--- src/rtl/dbdma_pkg.sv ---
package dbdma_pkg;
  typedef enum logic [1:0] {
    ST_IDLE  = 2'd0,
    ST_STALL = 2'd1,
    ST_ON    = 2'd2,
    ST_NEXT  = 2'd3
  } ch_state_e;

  localparam int RAW = 6;
  localparam logic [RAW-1:0] OFF_CTRL  = 6'h00;
  localparam logic [RAW-1:0] OFF_INT   = 6'h04;
  localparam logic [RAW-1:0] OFF_PORT  = 6'h08;
  localparam logic [RAW-1:0] OFF_STAT  = 6'h0C;
  localparam logic [RAW-1:0] OFF_CNT0  = 6'h20;
  localparam int SLOT_STRIDE = 16;
  localparam int BASE_GAP    = 4;

  localparam int CB_STALL_IE = 0;
  localparam int CB_NFB_IE   = 1;
  localparam int CB_ERR_IE   = 3;
  localparam int CB_EN       = 4;
  localparam int CB_HOLD     = 6;
  localparam int CTRL_W      = 7;
  localparam logic [CTRL_W-1:0] CTRL_MASK =
    CTRL_W'((1 << CB_STALL_IE) | (1 << CB_NFB_IE) | (1 << CB_ERR_IE) |
            (1 << CB_EN) | (1 << CB_HOLD));
endpackage

--- src/rtl/dbdma_slots.sv ---
module dbdma_slots
  import dbdma_pkg::*;
#(
  parameter int AW = 32,
  parameter int CW = 16,
  parameter int DW = 32
) (
  input  logic                 clk,
  input  logic                 rst_n,
  input  logic                 cfg_we,
  input  logic [RAW-1:0]       cfg_addr,
  input  logic [DW-1:0]        cfg_wdata,
  input  logic                 act,
  input  logic                 xfer,
  output logic [1:0]           loaded,
  output logic [1:0]           ld_nx,
  output logic [1:0][CW-1:0]   cnt_q,
  output logic [1:0][AW-1:0]   base_q,
  output logic [AW-1:0]        cur_addr,
  output logic                 fin,
  output logic                 arm_any
);
  localparam int NSLOT = 2;
  logic [NSLOT-1:0] arm_v;

  for (genvar k = 0; k < NSLOT; k++) begin : g_slot
    localparam logic [RAW-1:0] CNT_OFF  = OFF_CNT0 + RAW'(k * SLOT_STRIDE);
    localparam logic [RAW-1:0] BASE_OFF = CNT_OFF + RAW'(BASE_GAP);
    logic wr_cnt, wr_base, mv;

    assign wr_cnt   = cfg_we && (cfg_addr == CNT_OFF) && !loaded[k];
    assign wr_base  = cfg_we && (cfg_addr == BASE_OFF) && !loaded[k];
    assign arm_v[k] = wr_base && (cnt_q[k] != '0);
    assign mv       = xfer && (act == 1'(k));
    assign ld_nx[k] = arm_v[k] | (loaded[k] & !(mv && cnt_q[k] == CW'(1)));

    always_ff @(posedge clk or negedge rst_n) begin
      if (!rst_n) begin
        cnt_q[k]  <= '0;
        base_q[k] <= '0;
        loaded[k] <= 1'b0;
      end else begin
        if (wr_cnt)       cnt_q[k] <= cfg_wdata[CW-1:0];
        else if (mv)      cnt_q[k] <= cnt_q[k] - CW'(1);
        if (wr_base)      base_q[k] <= cfg_wdata[AW-1:0];
        else if (mv)      base_q[k] <= base_q[k] + AW'(1);
        loaded[k] <= ld_nx[k];
      end
    end


    loaded_nonzero_chk: assert property (@(posedge clk) disable iff (!rst_n)
      loaded[k] |-> cnt_q[k] != '0);
  end

  assign cur_addr = base_q[act];
  assign fin      = xfer && (cnt_q[act] == CW'(1));
  assign arm_any  = |arm_v;
endmodule

--- src/rtl/dbdma_seq.sv ---
module dbdma_seq
  import dbdma_pkg::*;
(
  input  logic       clk,
  input  logic       rst_n,
  input  logic       en,
  input  logic [1:0] loaded,
  input  logic [1:0] ld_nx,
  input  logic       fin,
  output ch_state_e  state_q,
  output logic       act_q,
  output logic       nfb_set
);
  ch_state_e state_nx, busy_nx;

  assign busy_nx = (ld_nx == 2'b11) ? ST_NEXT : ST_ON;

  always_comb begin
    state_nx = state_q;
    case (state_q)
      ST_IDLE:  state_nx = (en && |ld_nx) ? busy_nx : ST_IDLE;
      ST_ON,
      ST_NEXT:  state_nx = (|ld_nx) ? busy_nx : ST_STALL;
      ST_STALL: begin
        if (en && |ld_nx) state_nx = busy_nx;
        else if (!en)     state_nx = ST_IDLE;
        else              state_nx = ST_STALL;
      end
      default:  state_nx = ST_IDLE;
    endcase
  end

  assign nfb_set = fin && ld_nx[!act_q];

  always_ff @(posedge clk or negedge rst_n) begin
    if (!rst_n) begin
      state_q <= ST_IDLE;
      act_q   <= 1'b0;
    end else begin
      state_q <= state_nx;
      if (fin)                                   act_q <= !act_q;
      else if (!loaded[act_q] && loaded[!act_q]) act_q <= !act_q;
    end
  end


  idle_hold_chk: assert property (@(posedge clk) disable iff (!rst_n)
    (state_q == ST_IDLE && !en) |=> state_q == ST_IDLE);

  next_both_chk: assert property (@(posedge clk) disable iff (!rst_n)
    state_q == ST_NEXT |-> loaded == 2'b11);

  stall_empty_chk: assert property (@(posedge clk) disable iff (!rst_n)
    state_q == ST_STALL |-> loaded == 2'b00);
endmodule

--- src/rtl/dbdma_regs.sv ---
module dbdma_regs
  import dbdma_pkg::*;
#(
  parameter int AW = 32,
  parameter int CW = 16,
  parameter int DW = 32,
  parameter int PW = 4
) (
  input  logic                 clk,
  input  logic                 rst_n,
  input  logic                 cfg_we,
  input  logic [RAW-1:0]       cfg_addr,
  input  logic [DW-1:0]        cfg_wdata,
  input  ch_state_e            state,
  input  logic                 nfb_set,
  input  logic                 arm_any,
  input  logic                 mem_err,
  input  logic [1:0][CW-1:0]   cnt_q,
  input  logic [1:0][AW-1:0]   base_q,
  output logic [DW-1:0]        cfg_rdata,
  output logic                 en,
  output logic [PW-1:0]        per_port,
  output logic                 irq
);
  logic [CTRL_W-1:0] ctrl_q;
  logic              err_q, nfb_q, stall;

  always_ff @(posedge clk or negedge rst_n) begin
    if (!rst_n) begin
      ctrl_q   <= '0;
      per_port <= '0;
      err_q    <= 1'b0;
      nfb_q    <= 1'b0;
    end else begin
      if (cfg_we && cfg_addr == OFF_CTRL) ctrl_q <= cfg_wdata[CTRL_W-1:0] & CTRL_MASK;
      if (cfg_we && cfg_addr == OFF_PORT) per_port <= cfg_wdata[PW-1:0];
      if (mem_err)                               err_q <= 1'b1;
      else if (cfg_we && cfg_addr == OFF_INT)    err_q <= 1'b0;
      if (nfb_set)      nfb_q <= 1'b1;
      else if (arm_any) nfb_q <= 1'b0;
    end
  end

  assign stall = (state == ST_STALL);
  assign en    = ctrl_q[CB_EN];
  assign irq   = (stall & ctrl_q[CB_STALL_IE]) | (nfb_q & ctrl_q[CB_NFB_IE]) |
                 (err_q & ctrl_q[CB_ERR_IE]);

  always_comb begin
    case (cfg_addr)
      OFF_CTRL:                            cfg_rdata = DW'(ctrl_q);
      OFF_INT:                             cfg_rdata = DW'({err_q, 1'b0, nfb_q, stall});
      OFF_PORT:                            cfg_rdata = DW'(per_port);
      OFF_STAT:                            cfg_rdata = DW'({state, 4'b0000});
      OFF_CNT0:                            cfg_rdata = DW'(cnt_q[0]);
      OFF_CNT0 + RAW'(BASE_GAP):           cfg_rdata = DW'(base_q[0]);
      OFF_CNT0 + RAW'(SLOT_STRIDE):        cfg_rdata = DW'(cnt_q[1]);
      OFF_CNT0 + RAW'(SLOT_STRIDE+BASE_GAP): cfg_rdata = DW'(base_q[1]);
      default:                             cfg_rdata = '0;
    endcase
  end


  err_set_chk: assert property (@(posedge clk) disable iff (!rst_n)
    mem_err |=> err_q);

  err_clr_chk: assert property (@(posedge clk) disable iff (!rst_n)
    (cfg_we && cfg_addr == OFF_INT && !mem_err) |=> !err_q);
endmodule

--- src/rtl/dbdma_chan.sv ---
module dbdma_chan
  import dbdma_pkg::*;
#(
  parameter int AW = 32,
  parameter int CW = 16,
  parameter int DW = 32,
  parameter int PW = 4
) (
  input  logic           clk,
  input  logic           rst_n,
  input  logic           cfg_we,
  input  logic [5:0]     cfg_addr,
  input  logic [31:0]    cfg_wdata,
  output logic [31:0]    cfg_rdata,
  output logic [3:0]     per_port,
  input  logic           pr_valid,
  output logic           pr_ready,
  output logic           mem_valid,
  input  logic           mem_ready,
  output logic [31:0]    mem_addr,
  input  logic           mem_err,
  output logic           irq
);
  ch_state_e            state;
  logic                 act, xfer, fin, arm_any, nfb_set, en, running, go;
  logic [1:0]           loaded, ld_nx;
  logic [1:0][CW-1:0]   cnt_q;
  logic [1:0][AW-1:0]   base_q;
  logic [AW-1:0]        cur_addr;

  assign running   = (state == ST_ON) || (state == ST_NEXT);
  assign go        = running && loaded[act];
  assign mem_valid = go && pr_valid;
  assign pr_ready  = go && mem_ready;
  assign xfer      = mem_valid && mem_ready;
  assign mem_addr  = 32'(cur_addr);

  dbdma_slots #(.AW(AW), .CW(CW), .DW(DW)) u_slots (
    .clk(clk), .rst_n(rst_n), .cfg_we(cfg_we), .cfg_addr(cfg_addr),
    .cfg_wdata(cfg_wdata), .act(act), .xfer(xfer), .loaded(loaded),
    .ld_nx(ld_nx), .cnt_q(cnt_q), .base_q(base_q), .cur_addr(cur_addr),
    .fin(fin), .arm_any(arm_any)
  );

  dbdma_seq u_seq (
    .clk(clk), .rst_n(rst_n), .en(en), .loaded(loaded), .ld_nx(ld_nx),
    .fin(fin), .state_q(state), .act_q(act), .nfb_set(nfb_set)
  );

  dbdma_regs #(.AW(AW), .CW(CW), .DW(DW), .PW(PW)) u_regs (
    .clk(clk), .rst_n(rst_n), .cfg_we(cfg_we), .cfg_addr(cfg_addr),
    .cfg_wdata(cfg_wdata), .state(state), .nfb_set(nfb_set),
    .arm_any(arm_any), .mem_err(mem_err), .cnt_q(cnt_q), .base_q(base_q),
    .cfg_rdata(cfg_rdata), .en(en), .per_port(per_port), .irq(irq)
  );


  addr_step_chk: assert property (@(posedge clk) disable iff (!rst_n)
    (xfer && !fin) |=> mem_addr == $past(mem_addr) + 32'd1);
endmodule

--- config.mk ---
export PLATFORM = sky130hd
export DESIGN_NAME = dbdma_chan
export DESIGN_NICKNAME = d
export VERILOG_FILES = /design/src/rtl/dbdma_pkg.sv /design/src/rtl/dbdma_slots.sv /design/src/rtl/dbdma_seq.sv /design/src/rtl/dbdma_regs.sv /design/src/rtl/dbdma_chan.sv
export SDC_FILE = /design/constraint.sdc
export NUM_CORES = 1
export LEC_CHECK = 0
export BUFFER_PORTS_ARGS = -buffer_cell sky130_fd_sc_hd__buf_2
export CORE_AREA = 4 4 118 120
export DETAILED_ROUTE_END_ITERATION = 12
export DIE_AREA = 0 0 122 124
export GPL_ROUTABILITY_DRIVEN = 0
export MAX_ROUTING_LAYER = met4
export PLACE_DENSITY = 0.8
export SYNTH_ARGS = -nofsm -noshare
export SYNTH_HDL_FRONTEND = slang
export SYNTH_HIERARCHICAL = 1
export SYNTH_SLANG_ARGS = --single-unit
--- constraint.sdc ---
create_clock -name clk -period 3.7 [get_ports clk]
set_input_delay 0.74 -clock clk [delete_from_list [all_inputs] [get_ports clk]]
set_output_delay 0.74 -clock clk [all_outputs]
set_load 0.01 [all_outputs]
==> reports/summary.txt <==
status: finished clean
crit path DAT: 2590 ps
YS warnings: 6
Max VDD drop: 0.239 mV
first-pass GRT wire length: 33800 um
WP data required: 2960 ps
most frequent cell after synthesis: dfrtp_1
fin. max-slew vios: 0
Starting Density: 0.565
clock sink count: 112
Final Hold Fails: 0
top fanout value on the critical path: 13
Synth area leader: dfrtp_1
Antenna Cells: 0
Num CTS Buffers: 9
first-pass iteration count of the detailed router: 8
Min-Delay Path Class: primary input to async pin
Critical-path top delay cell: nor3_2
Post-route DRC: 0
routed vias/inst: 6.17
vias in the first global route: 6389
EDFF count, synth: 0
min Tclk post-route: 3330 ps
Die W: 122 um
Critical Path, Cell by Cell: buf_2 > nor2_1 > nand3b_1 > nor3_2 > a221o_1 > buf_2
R2R setup slack: 400 ps
DRT Wirelength: 21500 um
Top FF cell, synth: dfrtp_1
input/output buffers: 114
Area Growth Syn to Fin: 13.9%
Detailed Place HPWL: 15300 um
synthesized cell area: 7340 um^2
fin nets: 982
Max Cap Violations: 0
clock skew: 3.65 ps
RSZ-0062 raised after global routing: no
pin count of the biggest net entering global routing: 64
max_slew headroom: 0.314
GRT Overall Usage: 0.295
final period utilization: 0.901
Worst Setup End Kind: output pin
worst slew pin tran: 1020 ps
Most common cell on crit path: buf_2
CTS tree: yes
Ports: 115
WL/cell: 19.4 um
Antenna Nets Post-Route: 0
DIE AREA: 15100 um^2
top cell type's share of synthesized area: 0.382
Clock Path Buffers: 2
worst reg2reg path depth: 10
initial drt markers: 783
core region area: 13000 um^2
crit-path max cell delay: 800 ps
register area share after synthesis: 0.382
post_cts resized: 0
post-synthesis async set-or-reset flop share: 1.00
FMAX: 0.300 GHz
Leak: 0.00365 uW
Pwr Density: 466 nW/um^2
DR vias: 6851
Place WS: 479 ps
gr ovfl total: 0
die outline height: 124 um
Area contributors post-synth: dfrtp_1, xnor2_1, nor2_1
commonest cells in the netlist: dfrtp_1, nor2_1, nand2_1
Worst setup SP type: primary input
post-synthesis net count: 881
worst r2r src: u_slots/cnt_q[27]$_DFFE_PN0P_
antenna violations before repair: 0
CTS Hold Bufs: 0
synth unique cells: 60
clk_lat worst skew: 350 ps
Final Worst Setup Slack: 366 ps
number of setup buffers added after CTS: 0
Mean Syn Cell Area: 8.85 um^2
Root Buffer: clkbuf_16
WS Path Type: primary input to output pin
FP Rows: 42
final setup fails: 0
Post-Syn Instances: 829
RR Endpoint: u_seq/state_q[0]$_DFF_PN0_
Seq cells post-synth: 112
share of layout cells above drive strength 1: 0.211
setup_tns: 0 ps
clk slew on worst S/H paths: 70 ps
htree depth: 3
-- flip-flops by register name (all words and copies together), names as in the netlist --
signal           count
u_regs/per_port      4
u_slots/loaded       2
u_slots/cnt_q       32
u_seq/act_q          1
u_slots/base_q      64
u_seq/state_q        2
u_regs/err_q         1
u_regs/nfb_q         1
u_regs/ctrl_q        5
-- routing by layer --
layer	share of wire	global-route usage
met5	0	-
met3	0.097	0.0459
met4	0.027	0.107
met1	0.42	0.407
met2	0.46	0.444
-- layout by cell type (no fill, tap or decap), drive strengths merged, types with 3 or more instances in the layout --
cell type	n
a31oi	4
inv	22
nor2	112
or3	7
nand3	33
mux2	38
nand3b	5
o21ai	34
xor2	36
nor4	22
dfrtp	112
nor3	19
mux2i	25
xnor2	52
clkbuf	14
and3	10
a21oi	67
nand4	25
ha	8
and2	3
mux4	3
a22o	10
a221o	11
or4	6
nand2	80
buf	128
and4	7
o211ai	4
nor2b	4
o22ai	3
o31ai	3
-- report_power, final --
| group | internal [uW] | switching, uW | leakage [uW] |
|---|---|---|---|
| registers | 1460 | 366 | 0.00144 |
| clock network | 455 | 436 | 0.000121 |
| logic | 567 | 612 | 0.00209 |
-- logic make-up (layout without fill, tap and decap cells) --
logic type / count (synthesis) / count (layout) / synth area share
XOR/XNOR: 88 / 88 / 0.105
AO/OA/AOI/OAI: 149 / 149 / 0.124
flip-flops: 112 / 112 / 0.382
AND/OR/NAND/NOR: 346 / 346 / 0.240
adder cells (fa/ha/maj): 8 / 8 / 0.0136
multiplexers: 66 / 66 / 0.102
buffers and inverters: 60 / 165 / 0.0339
-- through the flow --
stage / std cells / instance area [um^2] / hold WS (ps) / total power [uW] / utilization
2_1_floorplan: 829 / 7340 / 444 / 2530 / -
3_3_place_gp: 1095 / 8110 / 497 / 2960 / 0.624
3_5_place_dp: 1095 / 8110 / 508 / 3000 / 0.624
4_1_cts: 1110 / 8350 / 468 / 3890 / 0.644
5_1_grt: 1110 / 8350 / 507 / 4090 / 0.644
6_report: 1110 / 8350 / 448 / 3890 / 0.644
-- worst max-delay path by stage --
stage	end	slack (ps)	depth (start not counted)	start
after detailed placement	cfg_rdata[10]	480	6	cfg_addr[1]
after global placement	cfg_rdata[11]	560	6	cfg_addr[1]
after CTS	u_seq/state_q[0]$_DFF_PN0_	460	10	u_slots/cnt_q[27]$_DFFE_PN0P_
final	cfg_rdata[10]	370	6	cfg_addr[1]
after global routing	u_seq/state_q[0]$_DFF_PN0_	290	10	u_slots/cnt_q[25]$_DFFE_PN0P_
after floorplan	u_seq/state_q[0]$_DFF_PN0_	850	10	u_slots/cnt_q[27]$_DFFE_PN0P_
-- area by class of cell --
cell class	instances	area, um^2
Tap cell	176	220
Sequential cell	112	2800
Inverter	22	82.6
Clock inverter	1	5.00
Timing Repair Buffer	128	703
Fill cell	1101	4630
Multi-Input combinational cell	657	4300
Clock buffer	14	244
-- critical path: cells and delay by family --
kind	cells	cell delay, ps
AOI/OAI and AO/OA	1	320
and+or+nand+nor	3	1250
buffers and inverters	2	280
Power figures use the tool's default switching activity.
